**config.mk**
```make
export PLATFORM = sky130hd
export DESIGN_NAME = fp_issue_interlock
export DESIGN_NICKNAME = d
export VERILOG_FILES = /design/src/rtl/fp_issue_interlock.sv
export SDC_FILE = /design/constraint.sdc
export NUM_CORES = 1
export LEC_CHECK = 0
export ABC_AREA = 1
export BUFFER_PORTS_ARGS = -buffer_cell sky130_fd_sc_hd__buf_2
export CAP_MARGIN = 20
export CORE_MARGIN = 2
export CORE_UTILIZATION = 45
export CTS_CLUSTER_SIZE = 8
export DETAILED_ROUTE_END_ITERATION = 12
export PLACE_DENSITY_LB_ADDON = 0.1
export SYNTH_ARGS = -nofsm -noshare
export SYNTH_HDL_FRONTEND = slang
export SYNTH_SLANG_ARGS = --single-unit
export TNS_END_PERCENT = 5
```
**constraint.sdc**
```tcl
create_clock -name clk -period 3.2 [get_ports clk]
set_input_delay 0.16 -clock clk [delete_from_list [all_inputs] [get_ports clk]]
set_output_delay 0.16 -clock clk [all_outputs]
set_load 0.01 [all_outputs]
```
**src/rtl/fp_issue_interlock.sv**
```systemverilog
module fp_issue_interlock #(
  parameter int NREG   = 32,
  parameter int MAXLAT = 112,
  parameter int RW     = $clog2(NREG),
  parameter int CW     = $clog2(MAXLAT + 1)
) (
  input  logic          clk,
  input  logic          rst_n,
  input  logic          flush,
  input  logic          dec_valid,
  input  logic [2:0]    dec_op,
  input  logic          dec_wr,
  input  logic [RW-1:0] dec_dst,
  input  logic [RW-1:0] dec_src1,
  input  logic [RW-1:0] dec_src2,
  output logic          issue,
  output logic          stall,
  output logic          wb_valid
);
  localparam logic [2:0] OP_ADD = 3'd0, OP_MUL = 3'd1, OP_DIV = 3'd2, OP_SQRT = 3'd3,
                         OP_NEG = 3'd4, OP_ABS = 3'd5, OP_CMP = 3'd6;
  localparam int NCLS = 7;

  function automatic logic [CW-1:0] lat_of(input logic [2:0] op);
    case (op)
      OP_ADD:  return CW'(4);
      OP_MUL:  return CW'(8);
      OP_DIV:  return CW'(36);
      OP_SQRT: return CW'(112);
      OP_NEG, OP_ABS: return CW'(2);
      default: return CW'(3);
    endcase
  endfunction

  function automatic logic [CW-1:0] ii_of(input logic [2:0] op);
    case (op)
      OP_ADD:  return CW'(3);
      OP_MUL:  return CW'(4);
      OP_DIV:  return CW'(35);
      OP_SQRT: return CW'(111);
      OP_NEG, OP_ABS: return CW'(1);
      default: return CW'(2);
    endcase
  endfunction

  logic [CW-1:0]   pend [NREG];
  logic [CW-1:0]   busy [NCLS];
  logic [MAXLAT:0] wbres;

  logic [CW-1:0] lat, ii;
  logic [2:0]    cls;
  logic          one_src, writes, raw, waw, unit_busy, port_busy;

  assign lat       = lat_of(dec_op);
  assign ii        = ii_of(dec_op);
  assign cls       = (dec_op == 3'd7) ? OP_CMP : dec_op;
  assign one_src   = (dec_op == OP_NEG) || (dec_op == OP_ABS) || (dec_op == OP_SQRT);
  assign writes    = dec_wr && (cls != OP_CMP);
  assign raw       = (pend[dec_src1] != '0) || (!one_src && pend[dec_src2] != '0);
  assign waw       = writes && (pend[dec_dst] != '0);
  assign unit_busy = busy[cls] != '0;
  assign port_busy = wbres[lat];

  assign issue    = dec_valid && !flush && !(raw || waw || unit_busy || port_busy);
  assign stall    = dec_valid && !issue;
  assign wb_valid = wbres[0];

  for (genvar r = 0; r < NREG; r++) begin : g_reg
    always_ff @(posedge clk) begin
      if (!rst_n || flush)                                 pend[r] <= '0;
      else if (issue && writes && dec_dst == RW'(r))       pend[r] <= lat - CW'(1);
      else if (pend[r] != '0)                              pend[r] <= pend[r] - CW'(1);
    end
  end

  for (genvar c = 0; c < NCLS; c++) begin : g_cls
    always_ff @(posedge clk) begin
      if (!rst_n || flush)                                 busy[c] <= '0;
      else if (issue && cls == 3'(c))                      busy[c] <= ii - CW'(1);
      else if (busy[c] != '0)                              busy[c] <= busy[c] - CW'(1);
    end
  end

  always_ff @(posedge clk) begin
    if (!rst_n || flush) wbres <= '0;
    else wbres <= (wbres >> 1) |
                  (issue ? ((MAXLAT+1)'(1) << (lat - CW'(1))) : '0);
  end


  issue_valid_chk: assert property (@(posedge clk) disable iff (!rst_n)
    issue |-> (dec_valid && !stall));


  mul_interval_chk: assert property (@(posedge clk) disable iff (!rst_n)
    (issue && dec_op == OP_MUL) |=> !(issue && dec_op == OP_MUL));


  wb_port_chk: assert property (@(posedge clk) disable iff (!rst_n)
    (issue && dec_op == OP_ADD) |=> !(issue && dec_op == OP_CMP));


  raw_hold_chk: assert property (@(posedge clk) disable iff (!rst_n)
    (issue && writes) |=> !(issue && dec_src1 == $past(dec_dst)));


  waw_hold_chk: assert property (@(posedge clk) disable iff (!rst_n)
    (issue && writes) |=> !(issue && dec_wr && dec_op != OP_CMP && dec_op != 3'd7
                            && dec_dst == $past(dec_dst)));


  flush_quiet_chk: assert property (@(posedge clk) disable iff (!rst_n)
    flush |=> !wb_valid);
endmodule

```
# Word-level counts from Yosys, hierarchy flattened
# Memory sizes are Yosys's and may differ from the RTL's.
# Index checks and enable logic that the tools add are counted.
[word_totals] register_bits=113 mem_bits_rw=273 word_cells=633 mem_count=2
[mem_list] name="pend" depth=32 width=7 rd=35 rd_ports_with_merged_regs=0 write_ports=32 line="46" text="logic [CW-1:0] pend [NREG];"
[mem_list] name="busy" depth=7 width=7 rd=8 rd_ports_with_merged_regs=0 write_ports=7 line="47" text="logic [CW-1:0] busy [NCLS];"
[op_classes] add_sub_neg=41 magnitude_cmp=1 n_eq_ne=44 shifts=1 muxes=359 bitwise_logic=79 reduce_logical=105
[op_table] operator="two-way mux 7 bit" n=78
[op_table] operator="nonzero test 7 bit" n=43
[op_table] operator="subtractor 7 x 1 -> 7 bit (second input constant)" n=41
[op_table] operator="two-way mux 1 bit" n=276
[op_table] operator="two-way mux 113 bit" n=1
[op_table] operator="OR 112 x 113 -> 113 bit" n=1
[op_table] operator="left shift 1 x 7 -> 113 bit (first input constant)" n=1
[op_table] operator="== test 5 bit (second input constant)" n=16
[op_table] operator="OR 1 bit" n=78
[op_table] operator="one-hot mux 7 bit (5 select lines)" n=2
[op_table] operator="logical AND 1 bit" n=46
[op_table] operator="== test 5 x 4 -> 1 bit (second input constant)" n=8
[op_table] operator="== test 5 x 3 -> 1 bit (second input constant)" n=4
[op_table] operator="== test 3 bit (second input constant)" n=6
[op_table] operator="== test 3 x 2 -> 1 bit (second input constant)" n=4
[op_table] operator="== test 5 x 2 -> 1 bit (second input constant)" n=2
[op_table] operator="< comparator 7 x 8 -> 1 bit (second input constant)" n=1
[op_table] operator="binary-select mux 1 bit (select 7 bit)" n=1
[op_table] operator="logical OR 1 bit" n=7
[op_table] operator="== test 3 x 1 -> 1 bit (second input constant)" n=2
[op_table] operator="zero test 3 bit" n=2
[op_table] operator="== test 5 x 1 -> 1 bit (second input constant)" n=1
[op_table] operator="zero test 1 bit" n=5
[op_table] operator="zero test 5 bit" n=1
[op_table] operator="other kinds (3)" n=3

# Longest topological paths before layout
# Gate-level depths: netlist of run 1.
[logic_depth] ltp_word=18 ltp_mapped=22 ltp_nobuf=21

# Worst setup path before layout of run 1
# No wires, ideal clock.
[synth_timing] path_type="input to register" startpoint="input port dec_src2[0]" endpoint="memory pend[13][0] in the netlist's numbering (enable)" setup_time_ps=323 arrival_time_ps=2318 t_required_ps=2877 slack_ps=559 cell_stages=17 path_buffers=3 cell_sequence="buf_2 > buf_2 > or2_2 > nand3_1 > nand2_1 > a21oi_1 > nand3_1 > nand2_1 > nand3_1 > nor2_1 > nor2_1 > nor2_4 > nand3_2 > buf_6 > nor2_8 > nor2_1 > nand2_1"
[synth_lines] element="start, declared" line="15" text="input logic [RW-1:0] dec_src2,"
[synth_lines] element="end, declared" line="46"

==> results of run 1 <==
-- sequential cells by signal, summed over array words and instances, names as in the netlist --
register  flops
pend        224
busy         49
wbres       113
-- power breakdown --
group	switching, W	internal (W)
Combinational	0.00358	0.00219
Sequential	0.000683	0.00624
Clock	0.00224	0.00316
Total	0.00650	0.0116
-- layer usage --
metal  routed length, um  global-route usage [%]
met3                5630                    3.75
met5                  17                       0
met4                3260                    11.2
met2               38400                    46.4
met1               36700                    37.4
-- synth_stat cells, types with 10 or more instances --
| cell | instances |
|---|---|
| nand2_1 | 1061 |
| xnor2_1 | 15 |
| nor3_1 | 25 |
| xor2_1 | 165 |
| o211ai_1 | 11 |
| clkbuf_1 | 74 |
| a21oi_1 | 56 |
| nand4_1 | 257 |
| nor2_8 | 10 |
| edfxtp_1 | 273 |
| nor4_1 | 11 |
| buf_2 | 40 |
| ha_1 | 79 |
| nand3_1 | 245 |
| o21ai_0 | 104 |
| inv_1 | 457 |
| dfxtp_1 | 113 |
| nor2_1 | 495 |
-- cell families (layout without fill, tap and decap cells) --
family                   after synthesis  count (layout)  synth area share, %
other                                  1               1               0.0146
XOR/XNOR                             180             180                 6.14
buffers and inverters                592             827                 9.06
adder cells (fa/ha/maj)               79              79                 3.85
flip-flops                           386             386                 40.7
AND/OR/NAND/NOR                     2139            2139                 36.4
AO/OA/AOI/OAI                        185             185                 3.83
-- cell usage in the layout (no fill, tap or decap), types with 32 or more instances in the layout --
cell type,Yosys,final
buf_4,8,226
nand2_1,1061,1034
inv_1,457,455
dfxtp_1,113,113
clkbuf_16,0,55
nand2_2,6,32
xor2_1,165,165
ha_1,79,79
nor2_1,495,479
o21ai_0,104,100
a21oi_1,56,55
edfxtp_1,273,273
nand4_1,257,257
nand3_1,245,245
-- metrics by stage --
stage | setup TNS, ns | utilization (%) | instances | instance area [um^2] | total power, W
3_5_place_dp | -36.04 | 50.4 | 4465 | 28400 | 0.0126
6_report | 0 | 53.5 | 4553 | 30200 | 0.0181
4_1_cts | 0 | 53.3 | 4550 | 30000 | 0.0181
3_3_place_gp | -24.49 | 50.4 | 4465 | 28400 | 0.0126
2_1_floorplan | 0 | - | 3562 | 25700 | 0.0107
5_1_grt | -1.82 | 53.5 | 4553 | 30200 | 0.0192
-- area by class of cell --
cell class	instances	area share, %
Sequential cell	386	34.7
Inverter	461	5.76
Timing Repair Buffer	281	7.97
Multi-Input combinational cell	2584	43.2
Tap cell	756	3.13
Clock inverter	6	0.336
Clock buffer	79	4.89
-- final timing paths --
check	from	end	slack, ns
worst max-delay path	pend[4][2]	pend[31][5]	0.1
worst min-delay path	dec_op[0]	busy[5][1]	0.05
worst max register to register	pend[4][2]	pend[31][5]	0.1
worst min register to register	wbres[67]	wbres[66]	0.39
-- repair_timing --
| item | 4_1_cts | 5_1_grt |
|---|---|---|
| resized for setup | 2 | 50 |
| pin swaps | 0 | 0 |
| buffers inserted | 0 | 3 |
| endpoints found under the setup margin | 38 | 426 |
-- worst max-delay path, stage by stage (launching register included) --
cell	delay, ns
edfxtp_1	0.48
o21ai_0	0.36
nand2_1	0.09
o21ai_1	0.25
nand2_1	0.14
nand2_1	0.10
buf_4	0.10
nand4_1	0.11
nand3_1	0.14
nand3_1	0.17
nor2_4	0.23
buf_12	0.18
nand2_2	0.09
nand3_1	0.10
nand3_1	0.12
buf_4	0.20
==> summary.md, run 1 <==
| Metric | Value |
|---|---|
| # IOs | `26` |
| Vias | `24600` |
| Worst Setup End Kind | `flip-flop` |
| Ranking of synthesized cells by area | `edfxtp_1, nand2_1, dfxtp_1` |
| Worst Hold Slack | `0.0469 ns` |
| Core area | `around 56000 um^2` |
| Syn Nets | `3664` |
| Final ANT Viol Nets | `0` |
| Area growth syn-to-layout | `17.4%` |
| Hold Crit Depth | `5` |
| Maximum vdd ir drop | `0.463 mV` |
| P_leak | `14.3 nW` |
| Synth cell types | `38` |
| Max_cap viols | `0` |
| Largest net degree at the start of global routing | `120` |
| Final period utilization | `around 97%` |
| Worst skew pair latency | `0.65 ns` |
| # nets final | `3871` |
| RSZ-0062 raised after global routing | `true` |
| Post-synth top area share | `approximately a third` |
| Critical Path Fanout Max | `8` |
| Final Hold Violating Endpoints | `0` |
| CTS sink count | `386` |
| Die width | `between 200 and 250 um` |
| Least-Margin Pin Slew | `1.10 ns` |
| Sequential share of the synthesized area | `between 40% and 50%` |
| Worst EP required | `3.59 ns` |
| GPL Wtd Cong | `around 0.95` |
| Die height | `~240 um` |
| Synth Instances | `roughly 3600` |
| Yosys warns | `0` |
| Starting Density | `45.6%` |
| DR pass1 iterations | `6` |
| DIE AREA | `59000 um^2` |
| Max Freq | `322 MHz` |
| Post-Place Worst Slack | `-0.240 ns` |
| Period minus WS final | `3.10 ns` |
| Status | `complete, no violations` |
| Syn Area/Cell | `slightly above 7 um^2` |
| Final setup fails | `0` |
| Hold Crit Class | `input pin to flip-flop` |
| IO buf count | `25` |
| Post-synth EDFFs | `273` |
| Cts hold-fix bufs | `0` |
| Final wirelength | `approximately 84000 um` |
| Ratio of cells with drive above 1 in the final layout | `11.4%` |
| Clock Root Buffer | `clkbuf_16` |
| Via/cell ratio | `5.40` |
| Async S/R FF share, synth | `0%` |
| CP Class | `flip-flop to flip-flop` |
| Multi-input gate area | `13000 um^2` |
| CTS tree | `built` |
| Worst path arrival time | `roughly 3.5 ns` |
| DR DRC count | `0` |
| Initial antenna violation count | `1` |
| Worst clock skew | `about 0.042 ns` |
| Final-report max-slew violation count | `0` |
| Clock transition at path regs | `0.05 ns` |
| CTS H-tree lvls | `2` |
| CTS Buf Count | `55` |
| Register area | `10500 um^2` |
| Overall routing resource usage | `28.1%` |
| Primary FF master, synth | `edfxtp_1` |
| CTS Buffer Depth | `3` |
| Post-route setup slack | `0.0991 ns` |
| Synth area leader | `edfxtp_1` |
| DP HPWL | `61500 um` |
| Cell Area, Synth | `25700 um^2` |
| Vias in the first global route | `23900` |
| Max-slew headroom | `26.8%` |
| Startpoint types | `flip-flop` |
| Layout fillers | `5632` |
| Register-to-Register Path Depth | `15` |
| Flops & latches, synth | `~390` |
| Starting DRT DRC Count | `2137` |
| Power Dens Cells | `between 500 and 600 nW/um^2` |
| Total gr overflow | `0` |
| Ant diodes | `0` |
| Site Rows | `87` |
| Wirelength per Cell | `18.4 um` |
| First-pass GRT wire length | `131000 um` |
(Power assumes the default switching activity.)
==> inputs of run 2 (changes only) <==
--- a/config.mk
+++ b/config.mk
@@ -12,8 +12,10 @@
 export CORE_UTILIZATION = 45
 export CTS_CLUSTER_SIZE = 8
 export DETAILED_ROUTE_END_ITERATION = 12
+export MAX_ROUTING_LAYER = met4
 export PLACE_DENSITY_LB_ADDON = 0.1
+export RECOVER_POWER = 50
 export SYNTH_ARGS = -nofsm -noshare
 export SYNTH_HDL_FRONTEND = slang
 export SYNTH_SLANG_ARGS = --single-unit
-export TNS_END_PERCENT = 5
+export TNS_END_PERCENT = 50
==> summary.md, run 2 (synthesized netlist as in run 1, its figures left out) <==
| Metric | Value |
|---|---|
| Total gr overflow | `0` |
| Site Rows | `87` |
| Worst clock skew | `0.0355 ns` |
| Ratio of cells with drive above 1 in the final layout | `11.2%` |
| Via/cell ratio | `5.39` |
| Core area | `56400 um^2` |
| Maximum vdd ir drop | `approximately 0.52 mV` |
| # nets final | `a little under 4000` |
| Final setup fails | `0` |
| Final period utilization | `97.2%` |
| CTS Buf Count | `55` |
| RSZ-0062 raised after global routing | `true` |
| Critical Path Fanout Max | `8` |
| IO buf count | `25` |
| Final Hold Violating Endpoints | `0` |
| Period minus WS final | `between 3 and 4 ns` |
| Clock transition at path regs | `0.06 ns` |
| GPL Wtd Cong | `between 0.9 and 1` |
| Startpoint types | `flip-flop` |
| DP HPWL | `60400 um` |
| Slowest stage delay, CP | `0.48 ns` |
| Final ANT Viol Nets | `0` |
| Worst Hold Slack | `0.0501 ns` |
| # IOs | `26` |
| Vias in the first global route | `23400` |
| DR pass1 iterations | `6` |
| Most Frequent Cell on Critical Path | `nand2_1` |
| Switching share of total power | `36.1%` |
| Wirelength per Cell | `approximately 18 um` |
| Commonest non-fill, non-tap cell in the layout | `nand2_1` |
| CTS sink count | `386` |
| Worst skew pair latency | `0.64 ns` |
| Ant diodes | `0` |
| Sum of buffers and inverters on the critical path | `2` |
| CTS H-tree lvls | `2` |
| Vias | `around 24000` |
| Hold Crit Class | `input pin to flip-flop` |
| Reg power frac | `38.3%` |
| P_sw | `between 0.006 and 0.007 W` |
| Die height | `243 um` |
| Startpoint of the worst-slack reg-to-reg timing path | `pend[0][0]` |
| Overall routing resource usage | `28.8%` |
| Layout fillers | `5641` |
| Final-report max-slew violation count | `0` |
| CTS tree | `built` |
| Reg with most FFs | `pend` |
| Top Registers | `pend x224, wbres x113, busy x49` |
| Hold_sp | `dec_op[0]` |
| DIE AREA | `around 59000 um^2` |
| Least-Margin Pin Slew | `1.12 ns` |
| Starting DRT DRC Count | `between 2000 and 2500` |
| CP max-delay cell | `edfxtp_1` |
| Area growth syn-to-layout | `17.1%` |
| Power Dens Cells | `601 nW/um^2` |
| Gate power share | `31.2%` |
| Cell family with most CP delay | `simple AND/OR/NAND/NOR gates` |
| DR DRC count | `0` |
| Clock Root Buffer | `clkbuf_16` |
| Final TNS setup | `0 ns` |
| Crit path from | `pend[0][0]` |
| Worst path cell trace | `nor2_2 > nand2_1 > nand2_1 > nand3_1 > nand2_1 > nand2_1 > nand2_1 > nand2_1 > nand2_1 > nand2_1 > nand2_1 > nand2_1 > nor2_1 > nand3_1 > nor2_2 > buf_12 > buf_4 > nand2_1 > nand4_1 > nand2_1` |
| Worst path arrival time | `around 3.5 ns` |
| Number of flip-flops in the largest register | `between 200 and 250` |
| Die width | `243 um` |
| Worst EP required | `3.57 ns` |
| CTS Buffer Depth | `3` |
| Worst Setup End Kind | `flip-flop` |
| Initial antenna violation count | `0` |
| Max-slew headroom | `25.0%` |
| Largest net degree at the start of global routing | `124` |
| Clock share of power | `30.5%` |
| Status | `complete, no violations` |
| Max_cap viols | `0` |
| CP Class | `flip-flop to flip-flop` |
| P_leak | `14.2 nW` |
| Max Freq | `~320 MHz` |
| Total power | `0.0181 W` |
| Final wirelength | `83800 um` |
| Starting Density | `a little under half` |
| Cell internal pwr | `roughly 0.012 W` |
| First-pass GRT wire length | `130000 um` |
| Commonest cells after routing, fill and taps aside | `nand2_1, nor2_1, inv_1, edfxtp_1, nand4_1` |
-- run 2: final timing paths --
check	endpoint	slack, ns	cells past startpoint
worst max-delay path	pend[15][6]	0.09	20
worst min-delay path	busy[5][1]	0.05	5
worst max register to register	pend[15][6]	0.09	20
worst min register to register	wbres[68]	0.40	2
-- run 2: repair_timing --
| item | CTS | global route |
|---|---|---|
| hold buffers | 1 | 0 |
| hold endpoints to repair | 1 | 0 |
| resized for setup | 4 | 63 |
| setup endpoints to repair | 22 | 510 |
| buffers inserted | 0 | 10 |
| pin swaps | 0 | 5 |
-- run 2: power groups by stage --
stage | sequential, W | clock (W) | combinational (W)
2_1_floorplan | 0.00675 | 0 | 0.00398
3_3_place_gp | 0.00697 | 0 | 0.00545
3_5_place_dp | 0.00698 | 0 | 0.00548
4_1_cts | 0.00689 | 0.00561 | 0.00554
5_1_grt | 0.00700 | 0.00579 | 0.00636
6_report | 0.00692 | 0.00550 | 0.00564
-- run 2: area by class of cell --
class                      count  area, um^2  share of cell area [%]
tap                          756         946                    3.14
timing repair buffer         260        2230                    7.42
multi-input combinational   2584       13100                    43.5
sequential                   386       10500                    34.8
clock inverter                 6         104                   0.345
inverter                     461        1740                    5.78
clock buffer                  87        1510                    5.01
-- run 2: layer usage --
layer / up-vias / global-route usage, % / routed length [um]
met5: - / - / 0
met4: 0 / 10.1 / 2920
met3: 156 / 3.00 / 5180
met2: 849 / 45.6 / 38400
met1: 11600 / 38.3 / 37300
li1: 11900 / - / -
-- run 2: stage by stage --
| step | std cells | utilization (%) | area, um^2 | setup WS (ns) |
|---|---|---|---|---|
| after detailed placement | 4436 | 50.0 | 28200 | -0.172 |
| final | 4540 | 53.4 | 30100 | 0.0898 |
| after floorplan | 3562 | - | 25700 | 0.559 |
| after global routing | 4540 | 53.4 | 30100 | -0.113 |
| after CTS | 4530 | 52.9 | 29800 | 0.0226 |
| after global placement | 4436 | 50.0 | 28200 | -0.157 |
-- run 2: tightest hold or removal path: stages --
cell     delay, ns
buf_2         0.09
nand2_1       0.08
nor2_1        0.12
nand2_1       0.06
nand2_1       0.06
